===== config.mk =====
export PLATFORM = sky130hd
export DESIGN_NAME = tdm_fsync_port
export DESIGN_NICKNAME = d
export VERILOG_FILES = /design/src/rtl/tdm_port_pkg.sv /design/src/rtl/tdm_bitclk_gen.sv /design/src/rtl/tdm_frame_ctrl.sv /design/src/rtl/tdm_word_shifter.sv /design/src/rtl/tdm_fsync_port.sv
export SDC_FILE = /design/constraint.sdc
export NUM_CORES = 1
export LEC_CHECK = 0
export ABC_AREA = 0
export CORE_AREA = 2 2 203 205
export DETAILED_ROUTE_END_ITERATION = 7
export DIE_AREA = 0 0 205 207
export HOLD_SLACK_MARGIN = 0.15
export PLACE_DENSITY = 0.8
export SETUP_SLACK_MARGIN = 0.2
export SKIP_LAST_GASP = 1
export SYNTH_ARGS = -nofsm -noshare
export SYNTH_HDL_FRONTEND = slang
export SYNTH_SLANG_ARGS = --single-unit
export TNS_END_PERCENT = 10

===== constraint.sdc =====
create_clock -name clk -period 11.9 [get_ports clk]
set_clock_uncertainty 0.15 [all_clocks]
set_input_delay 3.57 -clock clk [delete_from_list [all_inputs] [get_ports clk]]
set_output_delay 3.57 -clock clk [all_outputs]
set_load 0.02 [all_outputs]

===== src/rtl/tdm_port_pkg.sv =====
package tdm_port_pkg;
  localparam int SLOT_W   = 40;
  localparam int NARROW_W = 24;
  localparam int WIDE_W   = 40;
  localparam int MAX_CH   = 8;
  localparam int STREAM_W = MAX_CH * SLOT_W;
  localparam int CNT_W    = $clog2(STREAM_W + 1);

  // bits carried by one frame for a channel code and a word size
  function automatic logic [CNT_W-1:0] frame_bits(input logic [1:0] code, input logic wide);
    int ch;
    int w;
    ch = 1 << code;
    w  = wide ? WIDE_W : NARROW_W;
    return CNT_W'(ch * w);
  endfunction
endpackage


===== src/rtl/tdm_bitclk_gen.sv =====
module tdm_bitclk_gen #(
  parameter int DIV_W = 4
) (
  input  logic             clk,
  input  logic             rst,
  input  logic [DIV_W-1:0] div_i,
  output logic             dclk_o,
  output logic             fall_en_o
);
  logic [DIV_W-1:0] hcnt;
  logic [DIV_W-1:0] last;
  logic             toggle;

  assign last      = (div_i == '0) ? '0 : div_i - DIV_W'(1);
  assign toggle    = (hcnt >= last);
  assign fall_en_o = toggle & dclk_o;

  always_ff @(posedge clk) begin
    if (rst) begin
      hcnt   <= '0;
      dclk_o <= 1'b0;
    end else if (toggle) begin
      hcnt   <= '0;
      dclk_o <= ~dclk_o;
    end else begin
      hcnt   <= hcnt + DIV_W'(1);
    end
  end
endmodule


===== src/rtl/tdm_frame_ctrl.sv =====
module tdm_frame_ctrl #(
  parameter int DIV_W = 4,
  parameter int LEN_W = 10
) (
  input  logic             clk,
  input  logic             rst,
  input  logic             fall_en_i,
  input  logic [DIV_W-1:0] cfg_div_i,
  input  logic [LEN_W-1:0] cfg_len_i,
  input  logic             pending_i,
  output logic             start_o,
  output logic [DIV_W-1:0] div_o,
  output logic             fsync_o,
  output logic             overrun_o
);
  logic             run;
  logic [LEN_W-1:0] fcnt;
  logic [LEN_W-1:0] len_q;
  logic [LEN_W:0]   cnt_ahead;

  assign start_o   = fall_en_i & fsync_o;
  assign cnt_ahead = {1'b0, fcnt} + (LEN_W+1)'(2);

  always_ff @(posedge clk) begin
    if (rst) begin
      run       <= 1'b0;
      fcnt      <= '0;
      len_q     <= '0;
      div_o     <= cfg_div_i;
      fsync_o   <= 1'b0;
      overrun_o <= 1'b0;
    end else if (fall_en_i) begin
      if (!run) begin
        run     <= 1'b1;
        fsync_o <= 1'b1;
      end else if (fsync_o) begin
        fcnt    <= '0;
        len_q   <= cfg_len_i;
        div_o   <= cfg_div_i;
        fsync_o <= (cfg_len_i <= LEN_W'(1));
        if (pending_i) overrun_o <= 1'b1;
      end else begin
        fcnt    <= fcnt + LEN_W'(1);
        fsync_o <= (cnt_ahead >= {1'b0, len_q});
      end
    end
  end
endmodule


===== src/rtl/tdm_word_shifter.sv =====
module tdm_word_shifter
  import tdm_port_pkg::*;
(
  input  logic                clk,
  input  logic                rst,
  input  logic                load_i,
  input  logic                shift_i,
  input  logic [1:0]          cfg_tdm_i,
  input  logic                cfg_wide_i,
  input  logic [STREAM_W-1:0] samples_i,
  output logic                dout_o,
  output logic                pending_o
);
  logic [STREAM_W-1:0] stream;
  logic [STREAM_W-1:0] shreg;
  logic [CNT_W-1:0]    left;

  // pack the selected word size contiguously, channel 0 at the top
  always_comb begin
    stream = '0;
    if (cfg_wide_i) begin
      for (int c = 0; c < MAX_CH; c++)
        stream[STREAM_W - (c+1)*WIDE_W +: WIDE_W] = samples_i[c*SLOT_W +: WIDE_W];
    end else begin
      for (int c = 0; c < MAX_CH; c++)
        stream[STREAM_W - (c+1)*NARROW_W +: NARROW_W] = samples_i[c*SLOT_W +: NARROW_W];
    end
  end

  assign pending_o = (left != '0);

  always_ff @(posedge clk) begin
    if (rst) begin
      shreg  <= '0;
      left   <= '0;
      dout_o <= 1'b0;
    end else if (load_i) begin
      dout_o <= stream[STREAM_W-1];
      shreg  <= stream << 1;
      left   <= frame_bits(cfg_tdm_i, cfg_wide_i) - CNT_W'(1);
    end else if (shift_i) begin
      if (left != '0) begin
        dout_o <= shreg[STREAM_W-1];
        shreg  <= shreg << 1;
        left   <= left - CNT_W'(1);
      end else begin
        dout_o <= 1'b0;
      end
    end
  end
endmodule


===== src/rtl/tdm_fsync_port.sv =====
module tdm_fsync_port
  import tdm_port_pkg::*;
#(
  parameter int DIV_W = 4,
  parameter int LEN_W = 10
) (
  input  logic                clk,
  input  logic                rst,
  input  logic [DIV_W-1:0]    cfg_div_i,
  input  logic [1:0]          cfg_tdm_i,
  input  logic                cfg_wide_i,
  input  logic [LEN_W-1:0]    cfg_len_i,
  input  logic [STREAM_W-1:0] samples_i,
  output logic                dclk_o,
  output logic                fsync_o,
  output logic                dout_o,
  output logic                overrun_o
);
  logic             fall_en;
  logic             start;
  logic             pending;
  logic [DIV_W-1:0] div_q;

  tdm_bitclk_gen #(.DIV_W(DIV_W)) u_clk (
    .clk       (clk),
    .rst       (rst),
    .div_i     (div_q),
    .dclk_o    (dclk_o),
    .fall_en_o (fall_en)
  );

  tdm_frame_ctrl #(.DIV_W(DIV_W), .LEN_W(LEN_W)) u_frame (
    .clk       (clk),
    .rst       (rst),
    .fall_en_i (fall_en),
    .cfg_div_i (cfg_div_i),
    .cfg_len_i (cfg_len_i),
    .pending_i (pending),
    .start_o   (start),
    .div_o     (div_q),
    .fsync_o   (fsync_o),
    .overrun_o (overrun_o)
  );

  tdm_word_shifter u_shift (
    .clk        (clk),
    .rst        (rst),
    .load_i     (start),
    .shift_i    (fall_en),
    .cfg_tdm_i  (cfg_tdm_i),
    .cfg_wide_i (cfg_wide_i),
    .samples_i  (samples_i),
    .dout_o     (dout_o),
    .pending_o  (pending)
  );
endmodule


==> impl_metrics.py <==
metrics = {
    "run_status": {
        "status": "completed",
    },
    "clock_tree": {
        "post_cts_buffers": 0,
        "clk_pin_slew_ns": 0.06,
        "cts_tree": "built",
        "htreeDepth": 2,
        "cts_resized": 0,
        "clk_latency_ns": 0.55,
        "clock-sinks": 361,
        "cts_made_buffers": 40,
        "ctsHoldBuffers": 0,
        "ctsLongestPathBuffers": 3,
        "cts-root-buf": "clkbuf_16",
    },
    "timing": {
        "min_period_over_period_pct": 58.2,
        "min_period_ns": 6.93,
        "slew_violations": 0,
        "slew_headroom_pct": 20.7,
        "worst_slew_pin_slew_ns": 1.19,
        "setup_viol": 0,
        "setup_ws_ns": 4.97,
        "hold_viol": 0,
        "rsz0062_at_grt": "false",
        "fin_setup_tns_ns": 0,
        "fmaxAchievable_mhz": 144,
    },
    "critical_path": {
        "worst_setup_path_end_kind": "flip-flop",
        "critPathRequiredTime_ns": 12.21,
        "crit_type": "in2reg",
        "path_max_fanout": 6,
        "startpoint_type": "input pin",
        "critical_path_arrival_ns": 7.24,
    },
    "flow_run": {
        "maxCapViolCount": 0,
    },
    "yosys": {
        "synthFlopType": "dfxtp_1",
        "synth_edf_count": 4,
        "yosys.cell_types.count": 56,
        "ys_seq_area_share_pct": 42.5,
        "yosysTopAreaCell": "dfxtp_1",
        "synth_fp_nets": 2240,
        "synthCells": 1869,
        "avgSynthCellArea_um2": 9.14,
        "synthArstFlopShare_pct": 0,
        "synth_top_area_share_pct": 41.8,
        "syn_area_um2": 17100,
        "yosysWarnings": 0,
        "ys_top_cells_by_area": "dfxtp_1 (42%), mux2i_1 (12%), nor2_1 (7.8%)",
        "ys_seq_elements": 361,
    },
    "finish": {
        "layout_commonest_cell": "dfxtp_1",
        "nNetsFinal": 2464,
        "drive_gt1_share_pct": 4.25,
        "layout_common_cells": "dfxtp_1 (357), nor2_1 (356), clkdlybuf4s50_1 (340)",
        "stdcell_area_um2": 21800,
        "final_cells": 2650,
        "syn_to_final_growth_pct": 27.6,
    },
    "min_path": {
        "hold_path.class": "reg2reg",
    },
    "floorplanning": {
        "core_area_um2": 40400,
        "rows": 74,
        "fp.dieW_um": 205,
        "dieArea_um2": 42400,
        "boundaryPins": 343,
        "start_util_pct": 42.3,
        "die_y_um": 207,
    },
    "placed_design": {
        "place.port_buffers": 342,
        "routabilityCongestion": 0.876,
        "dp_cells": 2583,
        "place_area_um2": 20600,
        "dpl.hpwl_um": 34400,
        "pre_cts_slack_ns": 4.43,
    },
    "global_route": {
        "grt_pass1_vias": 15100,
        "grt_remaining_overflow": 0,
        "antenna_found_initial": 9,
        "grt_first_pass_wirelength_um": 81400,
        "grt_max_degree": 106,
        "grt_usage_pct": 23.5,
    },
    "routing": {
        "detail-route-antenna-nets": 0,
        "drt-wirelength-per-cell_um": 19.4,
        "wirelength_um": 51300,
        "firstDrtPassIters": 5,
        "drc": 0,
        "drt-initial-drc-count": 1143,
        "vias": 15700,
        "avgViaCountPerCell": 5.92,
    },
    "power": {
        "power_mw": 2.73,
        "p_seq_share_pct": 44.9,
        "pwr-share-clk_pct": 43.5,
        "power_frac_comb_pct": 11.6,
        "peakVddDrop_v": 0.0000938,
        "intPower_mw": 2.08,
        "p_per_area_nw_per_um2": 125,
        "power_leakage_nw": 8.21,
        "netSwitchingFraction_pct": 23.9,
        "switchingPower_mw": 0.654,
    },
}
-- final timing paths --
check        slack [ns]  cells past startpoint                            start                               to
min reg2reg        0.31                      1  u_shift.shreg[315]$_SDFFE_PP0P_  u_shift.shreg[315]$_SDFFE_PP0P_
min                0.31                      1  u_shift.shreg[315]$_SDFFE_PP0P_  u_shift.shreg[315]$_SDFFE_PP0P_
max                4.97                     16                     cfg_tdm_i[0]     u_shift.left[8]$_SDFFE_PP0P_
max reg2reg        7.76                     13       u_frame.div_o[1]$_DFFE_PP_  u_shift.shreg[181]$_SDFFE_PP0P_
-- power by group through the flow --
stage,sequential [mW],clock (mW),combinational [mW]
5_1_grt,1.23,1.26,0.341
6_report,1.23,1.19,0.317
2_1_floorplan,1.25,0,0.147
4_1_cts,1.23,1.22,0.318
3_5_place_dp,1.25,0,0.316
3_3_place_gp,1.25,0,0.312
-- stage by stage --
| stage | utilization, % | hold slack [ns] |
|---|---|---|
| floorplan | - | 0.282 |
| global placement | 50.9 | 0.294 |
| detailed placement | 50.9 | 0.297 |
| CTS | 54.0 | 0.315 |
| global route | 54.0 | 0.323 |
| finish | 54.0 | 0.312 |
-- synthesized netlist by cell type, types with 2 or more instances --
cell / instances
and4_1: 2
a221o_1: 91
and2_1: 5
dfxtp_1: 357
o21a_1: 2
a21o_1: 3
xnor2_1: 13
mux2i_1: 201
a31oi_1: 7
o2111ai_1: 2
nor3_1: 144
buf_2: 45
nor2b_1: 8
o21ai_0: 10
o31ai_1: 2
inv_1: 27
edfxtp_1: 4
buf_4: 23
buf_1: 7
a221oi_1: 128
nand4_1: 7
xor2_1: 10
fa_1: 5
ha_1: 27
nor2_1: 357
o221ai_1: 2
nand2_1: 22
a21oi_1: 111
clkbuf_1: 102
nand3_1: 11
nor3b_1: 2
nor4_1: 9
o2bb2ai_1: 100
-- layout make-up --
class,count,area [um2]
fillers,3598,18600
multi-input cells,1301,8960
flip-flops and latches,361,7270
repair buffers,360,3560
clock buffers,58,1170
well taps,532,666
inverters,29,110
clock inverters,7,65.1
diodes,2,5.00
-- logic make-up after synthesis --
| kind of cell | share of synthesized area, % |
|---|---|
| simple gates | 14.5 |
| compound gates | 22.0 |
| flops | 42.5 |
| buf+inv | 5.39 |
| mux | 11.8 |
| fa+ha+maj | 2.56 |
| xor+xnor | 1.18 |
-- critical path, stage by stage --
cell and delay, ns:
clkdlybuf4s50_1 0.57, nor2b_1 0.25, nor2b_1 0.21, ha_1 0.27, ha_1 0.28, inv_1 0.04
fa_1 0.47, inv_1 0.04, ha_1 0.17, ha_1 0.21, fa_1 0.43, xnor2_1 0.20
xnor2_1 0.16, xnor2_1 0.15, nand2_1 0.07, a21oi_1 0.14
-- state kept, by name (all words and copies together) (netlist names), 4 cells and up --
register,cells
u_frame.fcnt,10
u_frame.len_q,10
u_shift.left,9
u_clk.hcnt,4
u_shift.shreg,319
u_frame.div_o,4
-- per-layer routing --
| layer | part of all wire [%] | wire length, um | vias up | track usage [%] |
|---|---|---|---|---|
| met3 | 7.9 | 4030 | 88 | 5.14 |
| met5 | 0.14 | 73 | - | 0 |
| met2 | 48 | 24500 | 625 | 39.4 |
| li1 | - | - | 7423 | - |
| met4 | 2.5 | 1300 | 10 | 7.49 |
| met1 | 42 | 21500 | 7530 | 30.1 |
No activity file was read; power rests on OpenSTA's default activity.
